File: src/rtl/csw_pkg.sv
package csw_pkg;

    localparam int WAIT_W  = 3;
    localparam int WAIT_LSB = 5;
    localparam int IO_BIT  = 4;
    localparam int EN_BIT  = 3;
    localparam logic [7:0] CTL_KEEP = 8'hF8;

    typedef enum logic [1:0] {
        RK_LOWER = 2'd0,
        RK_UPPER = 2'd1,
        RK_CTRL  = 2'd2,
        RK_PAD   = 2'd3
    } reg_kind_e;

    typedef struct packed {
        logic              req;
        logic [WAIT_W-1:0] cnt;
    } wctr_t;

    function automatic logic [7:0] upper_rst(input int idx);
        return (idx == 0) ? 8'hFF : 8'h00;
    endfunction

    function automatic logic [7:0] ctrl_rst(input int idx);
        return (idx == 0) ? 8'hE8 : 8'h00;
    endfunction

endpackage

File: src/rtl/csw_regfile.sv
module csw_regfile
    import csw_pkg::*;
#(
    parameter int NUM_CS = 4,
    parameter int DW     = 8,
    localparam int CSW   = $clog2(NUM_CS),
    localparam int IDX_W = CSW + 2
) (
    input  logic                          clk,
    input  logic                          rst_n,
    input  logic                          cfg_we,
    input  logic [IDX_W-1:0]              cfg_idx,
    input  logic [DW-1:0]                 cfg_wdata,
    output logic [DW-1:0]                 cfg_rdata,
    output logic [NUM_CS-1:0][DW-1:0]     lo_bound,
    output logic [NUM_CS-1:0][DW-1:0]     hi_bound,
    output logic [NUM_CS-1:0]             cs_en,
    output logic [NUM_CS-1:0]             cs_io,
    output logic [NUM_CS-1:0][WAIT_W-1:0] cs_wait
);

    logic [NUM_CS-1:0][DW-1:0] lo_d, lo_q;
    logic [NUM_CS-1:0][DW-1:0] hi_d, hi_q;
    logic [NUM_CS-1:0][DW-1:0] ctl_d, ctl_q;
    logic [CSW-1:0]            cs_num;
    reg_kind_e                 kind;

    assign cs_num = cfg_idx[IDX_W-1:2];
    assign kind   = reg_kind_e'(cfg_idx[1:0]);

    always_comb begin
        lo_d  = lo_q;
        hi_d  = hi_q;
        ctl_d = ctl_q;
        if (cfg_we) begin
            case (kind)
                RK_LOWER: lo_d[cs_num]  = cfg_wdata;
                RK_UPPER: hi_d[cs_num]  = cfg_wdata;
                RK_CTRL:  ctl_d[cs_num] = cfg_wdata & CTL_KEEP;
                default:  ;
            endcase
        end
    end

    always_ff @(posedge clk or negedge rst_n) begin
        if (!rst_n) begin
            for (int i = 0; i < NUM_CS; i++) begin
                lo_q[i]  <= '0;
                hi_q[i]  <= upper_rst(i);
                ctl_q[i] <= ctrl_rst(i);
            end
        end else begin
            lo_q  <= lo_d;
            hi_q  <= hi_d;
            ctl_q <= ctl_d;
        end
    end

    always_comb begin
        case (kind)
            RK_LOWER: cfg_rdata = lo_q[cs_num];
            RK_UPPER: cfg_rdata = hi_q[cs_num];
            RK_CTRL:  cfg_rdata = ctl_q[cs_num];
            default:  cfg_rdata = '0;
        endcase
    end

    generate
        for (genvar g = 0; g < NUM_CS; g++) begin : g_fields
            assign cs_en[g]   = ctl_q[g][EN_BIT];
            assign cs_io[g]   = ctl_q[g][IO_BIT];
            assign cs_wait[g] = ctl_q[g][WAIT_LSB +: WAIT_W];
        end
    endgenerate

    assign lo_bound = lo_q;
    assign hi_bound = hi_q;

endmodule

File: src/rtl/csw_decode.sv
module csw_decode
    import csw_pkg::*;
#(
    parameter int NUM_CS = 4,
    parameter int DW     = 8
) (
    input  logic                          bus_req,
    input  logic                          bus_io,
    input  logic [DW-1:0]                 bus_page,
    input  logic [NUM_CS-1:0][DW-1:0]     lo_bound,
    input  logic [NUM_CS-1:0][DW-1:0]     hi_bound,
    input  logic [NUM_CS-1:0]             cs_en,
    input  logic [NUM_CS-1:0]             cs_io,
    input  logic [NUM_CS-1:0][WAIT_W-1:0] cs_wait,
    output logic [NUM_CS-1:0]             sel,
    output logic [WAIT_W-1:0]             wait_sel,
    output logic                          hit_any
);

    logic [NUM_CS-1:0] hit;
    logic [NUM_CS-1:0] first;

    generate
        for (genvar g = 0; g < NUM_CS; g++) begin : g_cmp
            assign hit[g] = cs_en[g] && (cs_io[g] == bus_io)
                         && (bus_page >= lo_bound[g])
                         && (bus_page <= hi_bound[g]);
        end
    endgenerate

    assign first = hit & (~hit + NUM_CS'(1));

    always_comb begin
        sel      = bus_req ? first : '0;
        wait_sel = '0;
        for (int i = 0; i < NUM_CS; i++) begin
            if (sel[i]) wait_sel = wait_sel | cs_wait[i];
        end
    end

    assign hit_any = |sel;

endmodule

File: src/rtl/csw_waitctr.sv
module csw_waitctr
    import csw_pkg::*;
(
    input  logic              clk,
    input  logic              rst_n,
    input  logic              bus_req,
    input  logic              hit_any,
    input  logic [WAIT_W-1:0] wait_sel,
    output logic              wait_n
);

    wctr_t st_d, st_q;
    logic  start;
    logic  hold;

    assign start = bus_req && !st_q.req;

    always_comb begin
        st_d.req = bus_req;
        st_d.cnt = '0;
        hold     = 1'b0;
        if (start) begin
            if (hit_any && (wait_sel != '0)) begin
                hold     = 1'b1;
                st_d.cnt = WAIT_W'(wait_sel - WAIT_W'(1));
            end
        end else if (bus_req && (st_q.cnt != '0)) begin
            hold     = 1'b1;
            st_d.cnt = WAIT_W'(st_q.cnt - WAIT_W'(1));
        end
    end

    always_ff @(posedge clk or negedge rst_n) begin
        if (!rst_n) st_q <= '0;
        else        st_q <= st_d;
    end

    assign wait_n = !hold;

endmodule

File: src/rtl/csel_wait_gen.sv
module csel_wait_gen
    import csw_pkg::*;
#(
    parameter int NUM_CS = 4,
    parameter int DW     = 8,
    localparam int IDX_W = $clog2(NUM_CS) + 2
) (
    input  logic              clk,
    input  logic              rst_n,
    input  logic              cfg_we,
    input  logic [IDX_W-1:0]  cfg_idx,
    input  logic [DW-1:0]     cfg_wdata,
    output logic [DW-1:0]     cfg_rdata,
    input  logic              bus_req,
    input  logic              bus_io,
    input  logic [DW-1:0]     bus_page,
    output logic [NUM_CS-1:0] cs_n,
    output logic              wait_n
);

    logic [NUM_CS-1:0][DW-1:0]     lo_bound;
    logic [NUM_CS-1:0][DW-1:0]     hi_bound;
    logic [NUM_CS-1:0]             cs_en;
    logic [NUM_CS-1:0]             cs_io;
    logic [NUM_CS-1:0][WAIT_W-1:0] cs_wait;
    logic [NUM_CS-1:0]             sel;
    logic [WAIT_W-1:0]             wait_sel;
    logic                          hit_any;

    csw_regfile #(.NUM_CS(NUM_CS), .DW(DW)) u_regs (
        .clk       (clk),
        .rst_n     (rst_n),
        .cfg_we    (cfg_we),
        .cfg_idx   (cfg_idx),
        .cfg_wdata (cfg_wdata),
        .cfg_rdata (cfg_rdata),
        .lo_bound  (lo_bound),
        .hi_bound  (hi_bound),
        .cs_en     (cs_en),
        .cs_io     (cs_io),
        .cs_wait   (cs_wait)
    );

    csw_decode #(.NUM_CS(NUM_CS), .DW(DW)) u_dec (
        .bus_req  (bus_req),
        .bus_io   (bus_io),
        .bus_page (bus_page),
        .lo_bound (lo_bound),
        .hi_bound (hi_bound),
        .cs_en    (cs_en),
        .cs_io    (cs_io),
        .cs_wait  (cs_wait),
        .sel      (sel),
        .wait_sel (wait_sel),
        .hit_any  (hit_any)
    );

    csw_waitctr u_wait (
        .clk      (clk),
        .rst_n    (rst_n),
        .bus_req  (bus_req),
        .hit_any  (hit_any),
        .wait_sel (wait_sel),
        .wait_n   (wait_n)
    );

    assign cs_n = ~sel;

endmodule

File: config.mk
export PLATFORM = sky130hd
export DESIGN_NAME = csel_wait_gen
export DESIGN_NICKNAME = d
export VERILOG_FILES = /design/src/rtl/csw_pkg.sv /design/src/rtl/csw_regfile.sv /design/src/rtl/csw_decode.sv /design/src/rtl/csw_waitctr.sv /design/src/rtl/csel_wait_gen.sv
export SDC_FILE = /design/constraint.sdc
export NUM_CORES = 1
export LEC_CHECK = 0
export BUFFER_PORTS_ARGS = -buffer_cell sky130_fd_sc_hd__buf_2
export CAP_MARGIN = 25
export CORE_MARGIN = 8
export CORE_UTILIZATION = 45
export DETAILED_ROUTE_END_ITERATION = 10
export PLACE_DENSITY = 0.61
export SYNTH_ARGS = -nofsm -noshare
export SYNTH_HDL_FRONTEND = slang
export SYNTH_HIERARCHICAL = 1
export SYNTH_SLANG_ARGS = --single-unit
File: constraint.sdc
create_clock -name clk -period 9.26 [get_ports clk]
set_clock_uncertainty 0.1 [all_clocks]
set_input_delay 1.852 -clock clk [delete_from_list [all_inputs] [get_ports clk]]
set_output_delay 1.852 -clock clk [all_outputs]
set_load 0.02 [all_outputs]
==> out/results.tsv <==
stage	metric	value	unit
hold_path	Hold Path End	u_wait/st_q[0]$_DFF_PN0_	
setup_path	worst path cell trace	buf_2 -> inv_1 -> ha_1 -> nand2b_1 -> a2111oi_0 -> o41ai_1 -> nor4b_2 -> nor2_2 -> nor4b_4 -> a221o_1 -> inv_1 -> ha_1 -> ha_1 -> nand4bb_4 -> and2_1 -> buf_2	
cts	clock sink total	88	
synthesis	top post-synthesis cells by area	dfrtp_1 32%, mux2_2 16%, ha_1 14%, mux4_2 7.9%, dfstp_2 5.2%	
cts	Post-CTS Setup Inserts	0	
setup_path	crit path kind	input pin to primary output	
hold_path	Hold Startpoint	u_wait/st_q[0]$_DFF_PN0_	
cts	clock slew at reported path FFs	0.06	ns
synthesis	Distinct cells, synth	57	
sta	Setup Viol. Count Final	0	
power_and_ir_drop	Lkg Pwr	3.01	nW
floorplanning	initial core utilization	45.8	%
cts	CTS Hold Bufs	0	
routing	DRC Markers	0	
cells_and_area	ant diodes	0	
routing	Initial DRC Count	217	
setup_path	Worst Setup SP	bus_page[0]	
setup_path	Reg-to-Reg End	u_wait/st_q[1]$_DFF_PN0_	
cts	CTS Buf Count	9	
setup_path	buffers plus inverters on the worst setup path	4	
cells_and_area	Fillers	1202	
sta	number of hold violations in the final report	0	
setup_path	CP startpoint kind	input pin	
synthesis	Yosys Warn Count	6	
setup_path	crit end category	primary output	
sta	setup TNS	0	ns
sta	Rel. slew slack	36.8	%
run	max cap viols	0	
setup_path	WP data required	7.31	ns
grt	initial antenna violation count	0	
floorplanning	I/O Pins	38	
synthesis	Post-Syn Area	6020	sq um
synthesis	ys async rst share	100	%
setup_path	CP peak stage delay	0.53	ns
grt	GR Util All Layers	17.2	%
floorplanning	FP Rows	42	
hold_path	Hold Path Stages	1	
setup_path	crit path DAT	5.22	ns
routing	total number of vias	4015	
synthesis	syn nets	601	
routing	DR WL/cell	19.8	um
cells_and_area	Finished Layout Cells	722	
sta	Peak Freq	139	MHz
floorplanning	full die area	17300	sq um
synthesis	post-synthesis sequential area ratio	36.8	%
sta	worst slew pin tran	0.947	ns
status	status	finished, final reports clean	
routing	remaining antenna violation count	0	
setup_path	most used cell, CP	ha_1	
sta	unrepaired setup endpoints after global routing	no	
synthesis	register bit total from synthesis	88	
cts	CTS tree	built	
routing	First-pass DRT Iterations	4	
cells_and_area	fraction of layout cells with a size suffix above 1	36.3	%
sta	fin. max-slew vios	0	
cells_and_area	Storage cell area	2220	sq um
setup_path	R2R Setup Slk	5.81	ns
power_and_ir_drop	pwr dens	204	nW/um^2
setup_path	Reg2Reg Launch Point	u_regs/lo_bound[16]$_DFFE_PN0P_	
placed_design	DP Cell Count	706	
cells_and_area	Multi-input gate area	3460	sq um
cells_and_area	Layout Nets	634	
grt	total gr overflow	0	
setup_path	Max stage delay cell, worst path	a2111oi_0	
floorplanning	die width	132	um
setup_path	Worst R2R Path Depth	13	
synthesis	Mapped Cells	508	
routing	vias per cell	5.56	
cts	Bufs on Longest Clock Path	2	
cts	clock root buffer master	clkbuf_16	
placed_design	Final HPWL DP	11100	um
cts	Post-CTS Resized	0	
grt	first-pass GRT wire length	23300	um
synthesis	leading area contributor after synthesis	dfrtp_1	
floorplanning	Die Y	132	um
setup_path	worst-path fanout max	8	
grt	vias in the first global route	4346	
grt	largest net degree at the start of global routing	59	
synthesis	count leader, synth	mux2_2	
synthesis	Yosys top cell area share	31.6	%
floorplanning	core area	13100	sq um
placed_design	# port buffers	37	
setup_path	largest delay contributor family on the critical path	simple AND/OR/NAND/NOR gates	
synthesis	Post-synth EDFFs	0	
synthesis	synth cell count leaders	84 x mux2_2, 76 x dfrtp_1, 68 x ha_1, 68 x inv_1, 22 x nand2_1	
power_and_ir_drop	Max VDD drop	0.0000972	V
cells_and_area	area delta synth->final	10.4	%
cts	clk_lat worst skew	0.36	ns
synthesis	Synth Flop Type	dfrtp_1	
sta	crit share post-route	77.5	%
sta	Final min period	7.17	ns
routing	drt total wl	14300	um
hold_path	HP Class	register to register	
synthesis	syn_area_per_cell	11.9	sq um
cts	CTS H-tree lvls	3	
placed_design	GP Congestion	0.858	
-- area by class of cell --
class | instances | area share (%)
Clock inverter | 3 | 0.602
Sequential cell | 88 | 33.3
Clock buffer | 13 | 3.91
Tap cell | 176 | 3.31
Timing Repair Buffer | 38 | 2.94
Inverter | 68 | 3.84
Multi-Input combinational cell | 336 | 52.1
-- stage by stage --
step	hold WS (ns)	area, sq um	power, mW	worst slack, ns	utilization [%]
after floorplan	0.343	6020	0.859	2.86	-
after global placement	0.367	6350	0.972	2.24	48.3
after detailed placement	0.362	6350	0.987	2.14	48.3
after CTS	0.369	6650	1.37	2.12	50.6
after global routing	0.389	6650	1.44	1.91	50.6
final	0.367	6650	1.35	2.09	50.6
-- cell families after synthesis --
| family | after synthesis | synth area share [%] |
|---|---|---|
| adders and majority gates | 68 | 14.1 |
| xor gates and xnor gates | 4 | 0.582 |
| and+or+nand+nor | 89 | 9.99 |
| muxes | 108 | 24.1 |
| buffers and inverters | 84 | 5.73 |
| AOI/OAI and AO/OA | 67 | 8.70 |
| DFF | 88 | 36.8 |
-- worst max-delay path by stage --
stage               endpoint  slack (ns)  cells after the start
floorplan             wait_n        2.86                     14
global placement      wait_n        2.24                     16
detailed placement    wait_n        2.14                     16
CTS                   wait_n        2.12                     16
global route          wait_n        1.91                     16
finish                wait_n        2.09                     16
-- sequential cells by signal (all words and copies together), names as in the netlist --
signal / flops
u_regs/cs_en: 4
u_regs/cs_io: 4
u_regs/cs_wait: 12
u_regs/hi_bound: 32
u_regs/lo_bound: 32
u_wait/st_q: 4
-- placed cells by master, fill, tap and decap left out, types with 4 or more instances in the layout --
cell type   n
nand4_1    11
clkbuf_16   9
buf_2      36
nand2_1    22
inv_1      68
mux4_2     21
nand2b_1    6
nor2_1     13
nor2_2      4
mux2_2     84
dfstp_2    12
o21ai_0     8
ha_1       68
a21oi_1    18
a221o_1     4
o21a_1      5
a22oi_1     5
dfrtp_1    76
nor2b_1    10
and2_1      4
xnor2_1     4
-- per-layer routing --
layer	GRT usage, %	vias up	share of wire [%]
li1	-	1914	-
met1	21.5	2028	46
met2	28.8	62	50
met3	2.71	11	2.8
met4	7.59	0	1.8
met5	0	-	0
-- where the power goes --
part	total (mW)	switching, mW	internal [mW]
clock network	0.373	0.149	0.223
logic	0.431	0.211	0.220
registers	0.550	0.0692	0.481
Note: power is estimated with default switching activity, not from simulation.
